### src/rtl/tlb_pkg.sv
package tlb_pkg;

   // action applied at the next edge, highest priority wins
   typedef enum logic [1:0] {
      ACT_NONE  = 2'd0,
      ACT_FILL  = 2'd1,
      ACT_INVAL = 2'd2,
      ACT_FLUSH = 2'd3
   } tlb_act_e;

   function automatic tlb_act_e pick_act(input logic flush, input logic inval, input logic fill);
      if (flush)      return ACT_FLUSH;
      else if (inval) return ACT_INVAL;
      else if (fill)  return ACT_FILL;
      else            return ACT_NONE;
   endfunction

endpackage

### src/rtl/tlb_match.sv
module tlb_match #(
   parameter int N  = 4,
   parameter int VW = 20,
   parameter int AW = 8
) (
   input  logic                  clk,
   input  logic                  rst_n,
   input  logic [N-1:0]          ent_valid,
   input  logic [N-1:0][VW-1:0]  ent_key,
   input  logic [N-1:0][AW-1:0]  ent_asid,
   input  logic [VW-1:0]         q_key,
   input  logic [AW-1:0]         q_asid,
   output logic [N-1:0]          hit_vec
);

   for (genvar g = 0; g < N; g++) begin : g_cmp
      assign hit_vec[g] = ent_valid[g] && (ent_key[g] == q_key) && (ent_asid[g] == q_asid);
   end

   // in-place refill keeps each (page, tag) pair unique
   assert_single_match_R6: assert property (@(posedge clk) disable iff (!rst_n)
      $onehot0(hit_vec));

endmodule

### src/rtl/tlb_lru.sv
module tlb_lru #(
   parameter int N = 4,
   localparam int IW = (N > 1) ? $clog2(N) : 1
) (
   input  logic          clk,
   input  logic          rst_n,
   input  logic          touch_en,
   input  logic [IW-1:0] touch_idx,
   input  logic [N-1:0]  ent_valid,
   output logic [IW-1:0] victim_idx
);

   logic [N-1:0][IW-1:0] age_q;
   logic [N-1:0]         oldest_vec;

   // ages form a permutation: 0 most recent, N-1 least recent
   always_ff @(posedge clk or negedge rst_n) begin
      if (!rst_n) begin
         for (int i = 0; i < N; i++) age_q[i] <= IW'(i);
      end else if (touch_en) begin
         for (int i = 0; i < N; i++) begin
            if (IW'(i) == touch_idx)            age_q[i] <= '0;
            else if (age_q[i] < age_q[touch_idx]) age_q[i] <= age_q[i] + 1'b1;
         end
      end
   end

   for (genvar g = 0; g < N; g++) begin : g_old
      assign oldest_vec[g] = (age_q[g] == IW'(N-1));
   end

   // lowest free slot first, otherwise the oldest one
   always_comb begin
      victim_idx = '0;
      for (int i = N-1; i >= 0; i--) if (oldest_vec[i]) victim_idx = IW'(i);
      if (!(&ent_valid)) begin
         for (int i = N-1; i >= 0; i--) if (!ent_valid[i]) victim_idx = IW'(i);
      end
   end

   assert_one_oldest_R5: assert property (@(posedge clk) disable iff (!rst_n)
      $countones(oldest_vec) == 1);

   assert_victim_free_R4: assert property (@(posedge clk) disable iff (!rst_n)
      !(&ent_valid) |-> !ent_valid[victim_idx]);

endmodule

### src/rtl/assoc_tlb.sv
module assoc_tlb #(
   parameter int VPN_W   = 20,
   parameter int PPN_W   = 20,
   parameter int ASID_W  = 8,
   parameter int ENTRIES = 4
) (
   input  logic              clk,
   input  logic              rst_n,
   input  logic [ASID_W-1:0] cur_asid,
   input  logic              lk_req,
   input  logic [VPN_W-1:0]  lk_vpn,
   output logic              lk_hit,
   output logic [PPN_W-1:0]  lk_ppn,
   input  logic              fill_req,
   input  logic [VPN_W-1:0]  fill_vpn,
   input  logic [PPN_W-1:0]  fill_ppn,
   input  logic              inv_req,
   input  logic [VPN_W-1:0]  inv_vpn,
   input  logic              flush_req
);
   import tlb_pkg::*;

   localparam int IW = (ENTRIES > 1) ? $clog2(ENTRIES) : 1;

   if (ENTRIES < 2) begin : g_bad_entries
      $error("assoc_tlb: ENTRIES must be at least 2");
   end
   if (VPN_W < 1 || PPN_W < 1 || ASID_W < 1) begin : g_bad_width
      $error("assoc_tlb: field widths must be positive");
   end

   logic [ENTRIES-1:0]              valid_q;
   logic [ENTRIES-1:0][VPN_W-1:0]   key_q;
   logic [ENTRIES-1:0][PPN_W-1:0]   ppn_q;
   logic [ENTRIES-1:0][ASID_W-1:0]  asid_q;

   logic [ENTRIES-1:0] lk_match, fill_match, inv_match;
   logic [IW-1:0]      lk_idx, fill_idx, victim_idx, touch_idx;
   logic               fill_hit, touch_en;
   tlb_act_e           act;

   function automatic logic [IW-1:0] enc(input logic [ENTRIES-1:0] v);
      enc = '0;
      for (int i = 0; i < ENTRIES; i++) if (v[i]) enc = IW'(i);
   endfunction

   tlb_match #(.N(ENTRIES), .VW(VPN_W), .AW(ASID_W)) u_lk_match (
      .clk, .rst_n, .ent_valid(valid_q), .ent_key(key_q), .ent_asid(asid_q),
      .q_key(lk_vpn), .q_asid(cur_asid), .hit_vec(lk_match));

   tlb_match #(.N(ENTRIES), .VW(VPN_W), .AW(ASID_W)) u_fill_match (
      .clk, .rst_n, .ent_valid(valid_q), .ent_key(key_q), .ent_asid(asid_q),
      .q_key(fill_vpn), .q_asid(cur_asid), .hit_vec(fill_match));

   tlb_match #(.N(ENTRIES), .VW(VPN_W), .AW(ASID_W)) u_inv_match (
      .clk, .rst_n, .ent_valid(valid_q), .ent_key(key_q), .ent_asid(asid_q),
      .q_key(inv_vpn), .q_asid(cur_asid), .hit_vec(inv_match));

   // combinational read port
   assign lk_hit = |lk_match;
   assign lk_idx = enc(lk_match);
   always_comb begin
      lk_ppn = '0;
      for (int i = 0; i < ENTRIES; i++) if (lk_match[i]) lk_ppn |= ppn_q[i];
   end

   assign act      = pick_act(flush_req, inv_req, fill_req);
   assign fill_hit = |fill_match;
   assign fill_idx = fill_hit ? enc(fill_match) : victim_idx;

   // a fill's recency update takes precedence over a lookup hit
   assign touch_en  = (act == ACT_FILL) || (lk_req && lk_hit);
   assign touch_idx = (act == ACT_FILL) ? fill_idx : lk_idx;

   tlb_lru #(.N(ENTRIES)) u_lru (
      .clk, .rst_n, .touch_en, .touch_idx, .ent_valid(valid_q), .victim_idx);

   always_ff @(posedge clk or negedge rst_n) begin
      if (!rst_n) begin
         valid_q <= '0;
         key_q   <= '0;
         ppn_q   <= '0;
         asid_q  <= '0;
      end else begin
         unique case (act)
            ACT_FLUSH: valid_q <= '0;
            ACT_INVAL: valid_q <= valid_q & ~inv_match;
            ACT_FILL: begin
               valid_q[fill_idx] <= 1'b1;
               key_q[fill_idx]   <= fill_vpn;
               ppn_q[fill_idx]   <= fill_ppn;
               asid_q[fill_idx]  <= cur_asid;
            end
            default: ;
         endcase
      end
   end

   assert_flush_empties_R8: assert property (@(posedge clk) disable iff (!rst_n)
      flush_req |=> (valid_q == '0));

   assert_inval_clears_R7: assert property (@(posedge clk) disable iff (!rst_n)
      (act == ACT_INVAL) |=> ((valid_q & $past(inv_match)) == '0));

   assert_fill_lands_R10: assert property (@(posedge clk) disable iff (!rst_n)
      (act == ACT_FILL) |=> valid_q[$past(fill_idx)]);

   assert_refill_keeps_count_R6: assert property (@(posedge clk) disable iff (!rst_n)
      (act == ACT_FILL && fill_hit) |=> $stable(valid_q));

endmodule

### config.mk
export PLATFORM = sky130hd
export DESIGN_NAME = assoc_tlb
export DESIGN_NICKNAME = d
export VERILOG_FILES = /design/src/rtl/tlb_pkg.sv /design/src/rtl/tlb_match.sv /design/src/rtl/tlb_lru.sv /design/src/rtl/assoc_tlb.sv
export SDC_FILE = /design/constraint.sdc
export NUM_CORES = 1
export LEC_CHECK = 0
export BUFFER_PORTS_ARGS = -buffer_cell sky130_fd_sc_hd__buf_4
export CORE_MARGIN = 3
export CORE_UTILIZATION = 41
export CTS_CLUSTER_DIAMETER = 120
export DETAILED_ROUTE_END_ITERATION = 10
export GPL_TIMING_DRIVEN = 0
export PLACE_DENSITY_LB_ADDON = 0.08
export SYNTH_ARGS = -nofsm -noshare
export SYNTH_HDL_FRONTEND = slang
export SYNTH_SLANG_ARGS = --single-unit
### constraint.sdc
create_clock -name clk -period 8.6 [get_ports clk]
set_input_delay 0 -clock clk [delete_from_list [all_inputs] [get_ports clk]]
set_output_delay 0 -clock clk [all_outputs]
set_load 0.005 [all_outputs]
==> reports/metrics.cfg <==
[power_and_ir_drop]
ir_worst_vdd_v=0.000137
total_leakage_power_nw=6.49
power_density_mw_per_mm2=197
p_sw_frac=0.288
p_comb_frac=0.180
intPower_mw=1.97
p_seq_frac=0.432
clock_power_share=0.388
power.net_switching_uw=798

[timing]
min_period_over_period=0.471
maxSlewViolCount=0
hold_viol=0
tns_ns=0
rsz0062_at_grt=no
period_needed_ns=4.05
worstMarginPinSlew_ns=1.16
setup_viol=0
max_freq_ghz=0.247
final.setup_skew_ns=0.0108
hold_slack_ns=0.0225
maxSlewHeadroom=0.222

[routing]
wl_met2_mm=16.3
wl_met1_mm=16.6
vias_per_cell=5.42
routed.top_layer=met5
remaining_drc_errors=0
ant_nets=0
vias=8402
drt-total-wl_mm=35.7
dr.pass1.iters=5
wl_per_cell_um=23.0
first_iter_violations=607
wl_met3_mm=1.86

[cts]
ctsResizeCount=0
clk_path_buf_depth=3
cts_setup_buffers=0
cts_buffers=24
clock-sinks=204
insertion_delay_ns=0.54
cts.clk_slew.worst_paths_ns=0.06
cts_tree=done
cts-root-buf=clkbuf_16
cts_htree_levels=1

[global_routing]
grt_max_degree=117
grt.total_usage=0.232
grt-ovfl-total=0
grt_first_pass_wirelength_mm=54.1
grt_pass1_vias=8639
antenna_found_initial=1

[logic_synthesis]
synthCells=1014
ys_seq_elements=204
synth_cell_types=52
ys_seq_area_frac=0.435
synth_ff_type=dfrtp_1
yosysTopAreaCellShare=0.426
synth_edf_count=0
syn_avg_cell_area_um2=11.6
synth.area.top_cells=dfrtp_1, mux2_2, xor2_1
synthArstFlopShare=1.00
synth_warnings=0
synth_area_leader_cell=dfrtp_1
netlist_area_mm2=0.0118
syn-num-nets=1115

[final_layout]
antenna_cells=0
multi_input_comb_area_mm2=0.00636
instances_no_fill=1549
num-fill-cells=2623
seqCellArea_mm2=0.00511
fin_nets=1254
post-route-util=0.501
final_area_mm2=0.0140
area_growth_syn_to_layout_pct=19.4
drive_gt1_frac=0.307

[setup_path]
endpoint_kind=flip-flop
crit_chain=xor2_1 -> nor4_1 -> nand4_1 -> o221a_2 -> o21ai_0 -> nand2_1 -> nand2_1 -> clkbuf_1 -> buf_2 -> mux2_2
crit_type=flip-flop to flip-flop
crit_buf_inv=2
cpLargestDelayFamily=simple AND/OR/NAND/NOR gates
critPathSlowestCell=nor4_1
path_common_cell=nand2_1
max_stage_delay_ns=0.62
critPathMaxFanout=10
setup.worst_path.start_class=flip-flop
reg2reg_from=asid_q[3]
cp.arrival_ns=4.47
worstSetupStartpoint=asid_q[3]
required_ns=9.02

[floorplanning]
io-pin-count=115
core_mm2=0.0280
dieArea_mm2=0.0307
fp.dieW_um=175
die_h_um=175
rows=61
start_util=0.420

[place]
placed_area_mm2=0.0129
dpl.cell_count=1476
post-dp-hpwl_mm=26.5
port_buffers=83
gp_congestion=0.938

[min_path]
holdCritPathClass=input port to flip-flop
hp-start=fill_vpn[14]

[job]
maxCapViolCount=0

[run_status]
status=finished clean

-- per-stage QoR --
step | setup slack (ns) | power (mW)
2_1_floorplan | 5.70 | 1.50
3_3_place_gp | 4.56 | 1.69
3_5_place_dp | 4.55 | 1.70
4_1_cts | 4.54 | 2.79
5_1_grt | 4.37 | 2.89
6_report | 4.55 | 2.77
-- cell usage after synthesis (all sizes together) (8+ instances only) --
cell,instances
a21oi,13
mux2,195
a222oi,20
clkbuf,43
nand2,55
buf,19
nand3,10
nor2b,8
o21ai,9
nor3,10
nor4,44
xor2,174
nand4,30
dfrtp,200
xnor2,98
-- cell usage in the layout, fill, tap and decap left out, types with 3 or more instances in the layout --
| master | synthesis | final |
|---|---|---|
| dlygate4sd3_1 | 0 | 29 |
| a21boi_0 | 3 | 3 |
| clkinv_2 | 0 | 3 |
| mux2_2 | 194 | 194 |
| buf_1 | 4 | 4 |
| buf_4 | 2 | 84 |
| ha_1 | 7 | 7 |
| or2_2 | 6 | 6 |
| nor2b_1 | 8 | 8 |
| o21ai_0 | 9 | 9 |
| a222oi_1 | 20 | 20 |
| clkbuf_1 | 43 | 46 |
| and2_1 | 3 | 3 |
| dfrtp_1 | 200 | 200 |
| nand2b_1 | 3 | 3 |
| nand2_1 | 55 | 55 |
| nor2_1 | 7 | 7 |
| inv_1 | 7 | 7 |
| o22ai_1 | 3 | 3 |
| mux2i_1 | 4 | 4 |
| o41ai_1 | 4 | 4 |
| o221a_2 | 6 | 6 |
| a21oi_1 | 12 | 12 |
| buf_2 | 13 | 13 |
| dfstp_2 | 4 | 4 |
| xor2_1 | 174 | 174 |
| nand4_1 | 30 | 30 |
| clkbuf_8 | 0 | 9 |
| clkbuf_16 | 0 | 24 |
| nor4_1 | 44 | 44 |
| nand3_1 | 10 | 10 |
| o22a_1 | 3 | 3 |
| nor3_1 | 10 | 10 |
| xnor2_1 | 98 | 98 |
-- area by class of cell --
class,count,area share
Timing Repair Buffer,113,0.0676
Tap cell,378,0.0337
Multi-Input combinational cell,741,0.453
Sequential cell,204,0.364
Clock inverter,8,0.00856
Clock buffer,36,0.0524
Buffer,62,0.0183
Inverter,7,0.00187
-- power groups by stage --
stage	clock, mW	sequential (mW)	combinational [mW]
2_1_floorplan	0	1.17	0.328
3_3_place_gp	0	1.21	0.480
3_5_place_dp	0	1.21	0.485
4_1_cts	1.10	1.19	0.499
5_1_grt	1.14	1.21	0.545
6_report	1.07	1.20	0.499
-- cell families (layout without fill, tap and decap cells) --
logic type	count (synthesis)	count (layout)	synth area share
flops	204	204	0.435
simple gates	187	187	0.0855
xor+xnor	272	272	0.203
mux	199	199	0.191
compound gates	76	76	0.0548
fa+ha+maj	7	7	0.00745
buf+inv	69	226	0.0241
-- per-layer routing --
layer,track usage,vias up
li1,-,3872
met1,0.333,4251
met2,0.370,218
met3,0.0367,59
met4,0.0598,2
met5,0,-
-- worst register-to-register path, stage by stage (launching register included) --
cell and delay [ns]:
dfrtp_1 0.38, xor2_1 0.14, nor4_1 0.62, nand4_1 0.42, o221a_2 0.39, o21ai_0 0.36
nand2_1 0.16, nand2_1 0.17, clkbuf_1 0.51, buf_2 0.41, mux2_2 0.38
-- path summary, 6_finish.rpt --
check | endpoint | cells past startpoint | slack (ns)
setup / recovery | asid_q[28] | 10 | 4.55
hold / removal | key_q[34] | 2 | 0.02
setup reg to reg | asid_q[28] | 10 | 4.55
hold reg to reg | ppn_q[16] | 1 | 0.51
max in group asynchronous | ppn_q[7] | 3 | 7.53
min in group asynchronous | key_q[13] | 2 | 0.06
-- state kept, by name, indices dropped and copies added (netlist names) --
name,cells
key_q,80
ppn_q,80
asid_q,32
u_lru.age_q,8
valid_q,4
-- timing repair --
item,in CTS,in global routing
endpoints found under the setup margin,0,0
hold endpoints to repair,200,0
hold buffers,29,0
Note: power is estimated with default switching activity, not from simulation.
